**src/rtl/act_guard_pkg.sv**
```systemverilog
package act_guard_pkg;

  typedef enum logic [1:0] {
    CMD_ACT = 2'b00,
    CMD_RD  = 2'b01,
    CMD_WR  = 2'b10,
    CMD_PRE = 2'b11
  } ag_cmd_e;

endpackage

```
**src/rtl/ag_gap_ctr.sv**
```systemverilog
// Saturating down-counter: load with (limit - 1) on an event, done when zero.
module ag_gap_ctr #(
  parameter int TW = 6
) (
  input  logic          clk,
  input  logic          rst_n,
  input  logic          load,
  input  logic [TW-1:0] limit,
  output logic          done
);
  logic [TW-1:0] cnt;
  logic [TW-1:0] load_val;

  assign load_val = (limit == '0) ? '0 : limit - 1'b1;
  assign done     = (cnt == '0);

  always_ff @(posedge clk) begin
    if (!rst_n) begin
      cnt <= '0;
    end else if (load) begin
      cnt <= load_val;
    end else if (cnt != '0) begin
      cnt <= cnt - 1'b1;
    end
  end
endmodule

```
**src/rtl/ag_bank_timer.sv**
```systemverilog
// Per-bank state: open-row flag, same-bank activate spacing, column delay.
module ag_bank_timer #(
  parameter int TW = 6
) (
  input  logic          clk,
  input  logic          rst_n,
  input  logic          act_hit,
  input  logic          pre_hit,
  input  logic [TW-1:0] rc_limit,
  input  logic [TW-1:0] rcd_limit,
  output logic          row_open,
  output logic          rc_done,
  output logic          rcd_done
);
  always_ff @(posedge clk) begin
    if (!rst_n) begin
      row_open <= 1'b0;
    end else if (act_hit) begin
      row_open <= 1'b1;
    end else if (pre_hit) begin
      row_open <= 1'b0;
    end
  end

  ag_gap_ctr #(.TW(TW)) u_rc (
    .clk   (clk),
    .rst_n (rst_n),
    .load  (act_hit),
    .limit (rc_limit),
    .done  (rc_done)
  );

  ag_gap_ctr #(.TW(TW)) u_rcd (
    .clk   (clk),
    .rst_n (rst_n),
    .load  (act_hit),
    .limit (rcd_limit),
    .done  (rcd_done)
  );
endmodule

```
**src/rtl/ag_faw_window.sv**
```systemverilog
// Ring of the last WIN_ACTS activate stamps; the oldest live stamp gates the next one.
module ag_faw_window #(
  parameter int TW       = 6,
  parameter int WIN_ACTS = 4
) (
  input  logic          clk,
  input  logic          rst_n,
  input  logic          act_fire,
  input  logic [TW-1:0] t_faw,
  output logic          faw_ok
);
  localparam int SW = TW + 1;
  localparam int PW = (WIN_ACTS > 1) ? $clog2(WIN_ACTS) : 1;

  logic [SW-1:0] now;
  logic [SW-1:0] stamp [WIN_ACTS];
  logic [WIN_ACTS-1:0] live;
  logic [PW-1:0] wp;
  logic [SW-1:0] win;
  logic [SW-1:0] oldest_age;

  assign win        = {1'b0, t_faw};
  assign oldest_age = now - stamp[wp];
  assign faw_ok     = !live[wp] || (oldest_age >= win);

  always_ff @(posedge clk) begin
    if (!rst_n) begin
      now  <= '0;
      live <= '0;
      wp   <= '0;
      for (int i = 0; i < WIN_ACTS; i++) stamp[i] <= '0;
    end else begin
      now <= now + 1'b1;
      for (int i = 0; i < WIN_ACTS; i++) begin
        if (live[i] && ((now - stamp[i]) >= win)) live[i] <= 1'b0;
      end
      if (act_fire) begin
        stamp[wp] <= now;
        live[wp]  <= 1'b1;
        wp        <= (wp == PW'(WIN_ACTS - 1)) ? '0 : wp + 1'b1;
      end
    end
  end
endmodule

```
**src/rtl/act_guard.sv**
```systemverilog
module act_guard
  import act_guard_pkg::*;
#(
  parameter int NUM_BANKS = 8,
  parameter int TW        = 6,
  localparam int BW       = $clog2(NUM_BANKS)
) (
  input  logic          clk,
  input  logic          rst_n,
  input  logic          req_valid,
  input  logic [1:0]    req_cmd,
  input  logic [BW-1:0] req_bank,
  output logic          req_ready,
  input  logic [TW-1:0] t_rc,
  input  logic [TW-1:0] t_rrd,
  input  logic [TW-1:0] t_faw,
  input  logic [TW-1:0] t_rcd,
  input  logic [TW-1:0] t_al
);
  ag_cmd_e cmd;
  logic fire, fire_act, fire_pre;
  logic [TW-1:0] rcd_eff;
  logic [NUM_BANKS-1:0] row_open, rc_done, rcd_done;
  logic rrd_done, faw_ok;

  assign cmd      = ag_cmd_e'(req_cmd);
  assign fire     = req_valid && req_ready;
  assign fire_act = fire && (cmd == CMD_ACT);
  assign fire_pre = fire && (cmd == CMD_PRE);
  // Posted column commands shorten the delay by the additive latency.
  assign rcd_eff  = (t_rcd > t_al) ? t_rcd - t_al : '0;

  for (genvar b = 0; b < NUM_BANKS; b++) begin : g_bank
    logic hit;
    assign hit = (req_bank == BW'(b));
    ag_bank_timer #(.TW(TW)) u_bank (
      .clk       (clk),
      .rst_n     (rst_n),
      .act_hit   (fire_act && hit),
      .pre_hit   (fire_pre && hit),
      .rc_limit  (t_rc),
      .rcd_limit (rcd_eff),
      .row_open  (row_open[b]),
      .rc_done   (rc_done[b]),
      .rcd_done  (rcd_done[b])
    );
  end

  ag_gap_ctr #(.TW(TW)) u_rrd (
    .clk   (clk),
    .rst_n (rst_n),
    .load  (fire_act),
    .limit (t_rrd),
    .done  (rrd_done)
  );

  if (NUM_BANKS >= 8) begin : g_faw
    ag_faw_window #(.TW(TW), .WIN_ACTS(4)) u_faw (
      .clk      (clk),
      .rst_n    (rst_n),
      .act_fire (fire_act),
      .t_faw    (t_faw),
      .faw_ok   (faw_ok)
    );
  end else begin : g_no_faw
    logic [TW-1:0] faw_unused;
    assign faw_unused = t_faw;
    assign faw_ok     = 1'b1;
  end

  always_comb begin
    unique case (cmd)
      CMD_ACT: req_ready = !row_open[req_bank] && rc_done[req_bank]
                           && rrd_done && faw_ok;
      CMD_RD,
      CMD_WR:  req_ready = row_open[req_bank] && rcd_done[req_bank];
      default: req_ready = 1'b1;
    endcase
  end
endmodule

```
**config.mk**
```make
export PLATFORM = sky130hd
export DESIGN_NAME = act_guard
export DESIGN_NICKNAME = d
export VERILOG_FILES = /design/src/rtl/act_guard_pkg.sv /design/src/rtl/ag_gap_ctr.sv /design/src/rtl/ag_bank_timer.sv /design/src/rtl/ag_faw_window.sv /design/src/rtl/act_guard.sv
export SDC_FILE = /design/constraint.sdc
export NUM_CORES = 1
export LEC_CHECK = 0
export CAP_MARGIN = 20
export CORE_ASPECT_RATIO = 1.4
export CORE_MARGIN = 2
export CORE_UTILIZATION = 64
export CTS_BUF_LIST = sky130_fd_sc_hd__clkbuf_8
export DETAILED_ROUTE_END_ITERATION = 8
export DONT_BUFFER_PORTS = 1
export GPL_ROUTABILITY_DRIVEN = 0
export MAX_ROUTING_LAYER = met4
export PLACE_DENSITY_LB_ADDON = 0.08
export SLEW_MARGIN = 20
export SYNTH_ARGS = -nofsm -noshare
export SYNTH_HDL_FRONTEND = slang
export SYNTH_SLANG_ARGS = --single-unit
export TNS_END_PERCENT = 100
```
**constraint.sdc**
```tcl
create_clock -name clk -period 6.4 [get_ports clk]
set_input_delay 0.96 -clock clk [delete_from_list [all_inputs] [get_ports clk]]
set_output_delay 0.96 -clock clk [all_outputs]
set_load 0.01 [all_outputs]
```
After elaboration in Yosys (flattened, before gate mapping)
Memory sizes are Yosys's and may differ from the RTL's. A register that Yosys moved wholly into a read port is not among the register bits.
Index checks and enable logic that the tools add are counted.
{"block": "op_classes", "n_bitwise": 1, "order_cmp": 9, "n_addsub": 28, "eq_ne": 11, "div": 0, "n_reduce_logical": 97, "multipliers": 0, "muxes": 84, "shifts": 0}
{"operator": "two-way mux 6 bit", "n": 38}
{"operator": "logical NOT 6 bit", "n": 20}
{"operator": "subtractor 6 x 1 -> 6 bit, second input constant", "n": 20}
{"operator": "nonzero test 6 bit", "n": 17}
{"operator": "nonzero test 2 bit", "n": 25}
{"operator": "greater-or-equal comparator 7 x 6 -> 1 bit", "n": 5}
{"operator": "subtractor 7 bit", "n": 5}
{"operator": "two-way mux 1 bit", "n": 34}
{"operator": "logical AND 1 bit", "n": 28}
{"operator": "equality test 3 bit, second input constant", "n": 4}
{"operator": "binary-select mux 1 bit (select 3 bit)", "n": 3}
{"operator": "two-way mux 2 bit", "n": 4}
{"operator": "adder 7 x 1 -> 7 bit, second input constant", "n": 1}
{"operator": "two-way mux 7 bit", "n": 1}
{"operator": "OR reduction 7 bit", "n": 1}
{"operator": "equality test 2 bit, second input constant", "n": 3}
{"operator": "equality test 3 x 2 -> 1 bit, second input constant", "n": 2}
{"operator": "> comparator 6 bit", "n": 1}
{"operator": "subtractor 6 bit", "n": 1}
{"operator": "< comparator 3 x 4 -> 1 bit, second input constant", "n": 1}
{"operator": "two-way mux 4 bit", "n": 1}
{"operator": "bitwise OR 4 bit", "n": 1}
{"operator": "equality test 3 x 1 -> 1 bit, second input constant", "n": 1}
{"operator": "logical NOT 3 bit", "n": 1}
{"operator": "11 further kinds", "n": 12}
{"block": "totals", "latchBits": 0, "ramBits": 28, "rom_bits": 0, "input_bits": 38, "register_bits": 123, "out_inout_bits": 1, "n_memories": 1, "wordCells": 259}
{"name": "g_faw.u_faw.stamp", "words": 4, "width": 7, "rd": 5, "rd_ports_with_merged_regs": 1, "wr": 4, "line": "ag_faw_window.sv:16", "rtl": "logic [SW-1:0] stamp [WIN_ACTS];"}

Depth between registers and ports, before layout
{"block": "depth", "depth_word": 14, "depth_mapped": 17}

By module
A second synthesis with hierarchy kept.
{"block": "hier_totals", "hier_cells": 1393, "hier_area_um2": 12953.7}
{"module": "ag_gap_ctr at g_bank[0].u_bank.u_rc ...", "seq_area_each_um2": 120.1, "instances": 16, "area_each_um2": 470.5, "cells_each": 50}
{"module": "ag_faw_window", "seq_area_each_um2": 1141.1, "instances": 1, "area_each_um2": 3920.0, "cells_each": 409}
{"module": "act_guard", "seq_area_each_um2": 0.0, "instances": 1, "area_each_um2": 709.4, "cells_each": 110}
{"module": "ag_gap_ctr at u_rrd", "seq_area_each_um2": 120.1, "instances": 1, "area_each_um2": 466.7, "cells_each": 50}
{"module": "ag_bank_timer", "seq_area_each_um2": 20.0, "instances": 8, "area_each_um2": 41.3, "cells_each": 3}

Least setup slack after synthesis
Ideal clock, no wire load.
{"block": "synth_timing", "path_type": "flip-flop to flip-flop", "start": "register with a tool-made name", "end": "memory g_faw.u_faw.stamp[0][0] (netlist bit), enable pin", "path_stages_with_launch": 17, "arrival_time_ns": 3.806, "period_less_slack_ns": 4.189, "setup_slack_ns": 2.211, "cell_sequence": "dfxtp_1 buf_2 mux4_2 ha_1 fa_1 nor2b_1 o31ai_1 a21boi_0 ha_1 a21o_1 a21oi_1 and2_0 a31oi_1 buf_4 o21ai_4 buf_2 o31ai_1"}
{"element": "end, declared", "line": "ag_faw_window.sv:16"}

==> impl_metrics.py <==
metrics = {
    "synthesis": {
        "syn_area_um2": 10900,
        "synth-async-reset-ratio": 0,
        "synth-seq-area-share": 0.308,
        "synth-edff-count": 28,
        "synth_ff_type": "dfxtp_1",
        "syn_inst": 1205,
        "syn-num-nets": 1347,
        "postSynthAreaPerCell_um2": 9.02,
        "synth.distinct_cells": 68,
        "yosys_warnings": 0,
        "ys_ff_latch": 153,
    },
    "global_route": {
        "grt_start_max_net_pins": 123,
        "grt_pass1_wl_mm": 38.6,
        "gr-usage-all-layers": 0.280,
        "antenna_found_initial": 0,
        "gr-total-overflow": 0,
        "grt_pass1_vias": 8031,
    },
    "pwr": {
        "leakage_nw": 5.33,
        "vdd_ir_drop_max_mv": 0.278,
        "p_comb_frac": 0.454,
        "powerDensity_nw_per_um2": 369,
        "sequentialPowerShare": 0.352,
        "power_switching_mw": 1.56,
        "switching_share": 0.374,
        "power_frac_clock": 0.195,
        "internal-power_mw": 2.62,
    },
    "cells_and_area": {
        "finalNonFillerCells": 1388,
        "fin_util": 0.679,
        "fillers": 1396,
        "area_growth_pct": 4.20,
        "nets": 1317,
        "antenna_cells": 0,
        "drive_gt1_frac": 0.0751,
    },
    "clock_tree": {
        "htreeDepth": 4,
        "cts_hold_buf": 0,
        "clock_path_buffers": 2,
        "clkLatencyLatePin_ns": 0.45,
        "cts_resized": 0,
        "cts_tree": "built",
        "clockRootBuffer": "clkbuf_8",
        "cts_sinks": 153,
        "clkTransAtPathRegs_ns": 0.07,
        "cts_made_buffers": 17,
        "cts_post_setup_buffers_inserted": 0,
    },
    "critical_path": {
        "critPathCaptureType": "output pin",
        "r2r_setup_slack_ns": 1.53,
        "startpoint_type": "flip-flop",
        "crit_required_ns": 5.44,
        "path_max_fanout": 11,
        "crit_arrival_ns": 3.99,
        "worstSetupPathType": "flip-flop to output pin",
    },
    "timing": {
        "finalCritPeriodShare": 0.774,
        "hold_ws_ns": 0.464,
        "worst_slew_margin_rel": 0.240,
        "setup_violations": 0,
        "timing.final.crit_period_ns": 4.95,
        "fmax_mhz": 202,
        "hold_viol": 0,
        "fin_skew_ns": 0.0144,
        "rsz0062_at_grt": "no",
        "setup_tns_ns": 0,
        "slew_viol_final": 0,
        "worst_slack_ns": 1.45,
        "worst_pin_slew_ns": 1.13,
    },
    "floorplanning": {
        "ioPinCount": 39,
        "die_area_um2": 18100,
        "die_h_um": 158,
        "rows": 56,
        "core_um2": 16700,
        "fp.dieW_um": 114,
        "start_util": 0.652,
    },
    "detailed_routing": {
        "drt-pass1-iter-count": 5,
        "wl_mm": 23.7,
        "drtIter0Drc": 388,
        "avgRoutedWirePerCell_um": 17.1,
        "routed_via_density": 5.92,
        "ant_nets": 0,
        "num_vias": 8220,
        "drc": 0,
    },
    "min_path": {
        "hp-class": "flip-flop to flip-flop",
    },
    "placed_design": {
        "placed_cells": 1359,
        "port_buffers": 0,
        "dpl_worst_slack_ns": 1.52,
        "place_hpwl_mm": 17.4,
    },
    "run_status": {
        "status": "finished clean",
    },
    "job": {
        "maxCapViolations": 0,
    },
}
## area by class of cell
cell class / count / area (um2) / share of cell area
Tap cell: 203 / 254 / 0.0224
Clock inverter: 10 / 175 / 0.0155
Sequential cell: 153 / 3340 / 0.295
Timing Repair Buffer: 4 / 30.0 / 0.00265
Inverter: 109 / 409 / 0.0361
Multi-Input combinational cell: 890 / 6850 / 0.605
Clock buffer: 19 / 262 / 0.0231
## metal layers
layer,vias up,wire (um),track usage
li1,4153,-,-
met1,3876,9550,0.296
met2,136,12500,0.509
met3,55,798,0.0521
met4,0,924,0.118
met5,-,0,-
## power by group through the flow
stage,clock network [mW],registers (mW),logic [mW]
floorplan,0,1.43,1.62
global placement,0,1.48,1.84
CTS,0.833,1.47,1.91
global route,0.872,1.51,2.17
detailed placement,0,1.48,1.89
finish,0.814,1.47,1.90
## cells in the final DEF, fill, tap and decap left out, types with 33 or more instances in the layout
cell type / n
dfxtp_1: 125
nor2_1: 65
xnor2_1: 67
a21oi_1: 37
nand2_1: 113
xor2_1: 45
nand3_1: 52
nor3_1: 33
inv_1: 107
ha_1: 98
mux2i_1: 97
## metrics by stage
step	power, mW	instance area (um2)
global route	4.55	11300
detailed placement	3.38	10900
CTS	4.21	11300
floorplan	3.05	10900
finish	4.18	11300
global placement	3.32	10900
## cells by family (layout without fill, tap and decap cells)
kind of cell    count (synthesis)  count (layout)  synth area share
compound gates                168             168             0.107
xor+xnor                      112             112            0.0903
fa+ha+maj                     104             104             0.124
buf+inv                       162             142            0.0624
flops                         153             153             0.308
mux                           121             121             0.125
simple gates                  385             385             0.185
## critical path, stage by stage (launching register included)
cell	delay [ns]
dfxtp_1	0.62
mux4_2	0.57
ha_1	0.22
fa_1	0.41
nor2b_1	0.17
o31ai_1	0.11
a21boi_0	0.14
ha_1	0.30
a21o_1	0.18
a21oi_1	0.12
and2_0	0.16
a31o_2	0.36
nand2_1	0.19
## synthesized netlist by cell type, types with 7 or more instances
cell type	n	area [um2]
a21o_1	22	165
a21oi_1	37	185
and3_1	12	75.1
buf_1	7	26.3
buf_4	7	52.6
clkbuf_1	29	109
dfxtp_1	125	2500
edfxtp_1	28	841
ha_1	98	1230
inv_1	107	402
mux2_2	14	158
mux2i_1	97	971
mux4_2	10	225
nand2_1	113	424
nand2b_1	21	131
nand3_1	52	260
nor2_1	65	244
nor2b_1	17	106
nor3_1	33	165
nor3b_1	11	82.6
nor4_1	9	56.3
nor4_2	12	150
nor4b_1	8	70.1
o211ai_1	17	128
o21a_1	7	52.6
o21ai_0	23	115
o21ai_2	8	70.1
o21bai_1	7	52.6
o22ai_1	9	56.3
o31ai_1	7	52.6
xnor2_1	67	587
xor2_1	45	394
## sequential cells by signal, summed over array words and instances, names as in the netlist, named ones only
register / count
g_faw.u_faw.live: 4
g_faw.u_faw.stamp: 28
u_rrd.cnt: 6
g_bank.u_bank.u_rc.cnt: 48
g_faw.u_faw.now: 7
g_faw.u_faw.wp: 2
g_bank.u_bank.u_rcd.cnt: 48
g_bank.u_bank.row_open: 8
## worst paths after layout
check	startpoint	to	depth (start not counted)
max reg2reg	flip-flop	g_faw.u_faw.stamp[3][3]	14
min reg2reg	g_bank[5].u_bank.row_open	g_bank[5].u_bank.row_open	2
max	flip-flop	req_ready	12
min	g_bank[5].u_bank.row_open	g_bank[5].u_bank.row_open	2
Note: power is estimated with default switching activity, not from simulation.
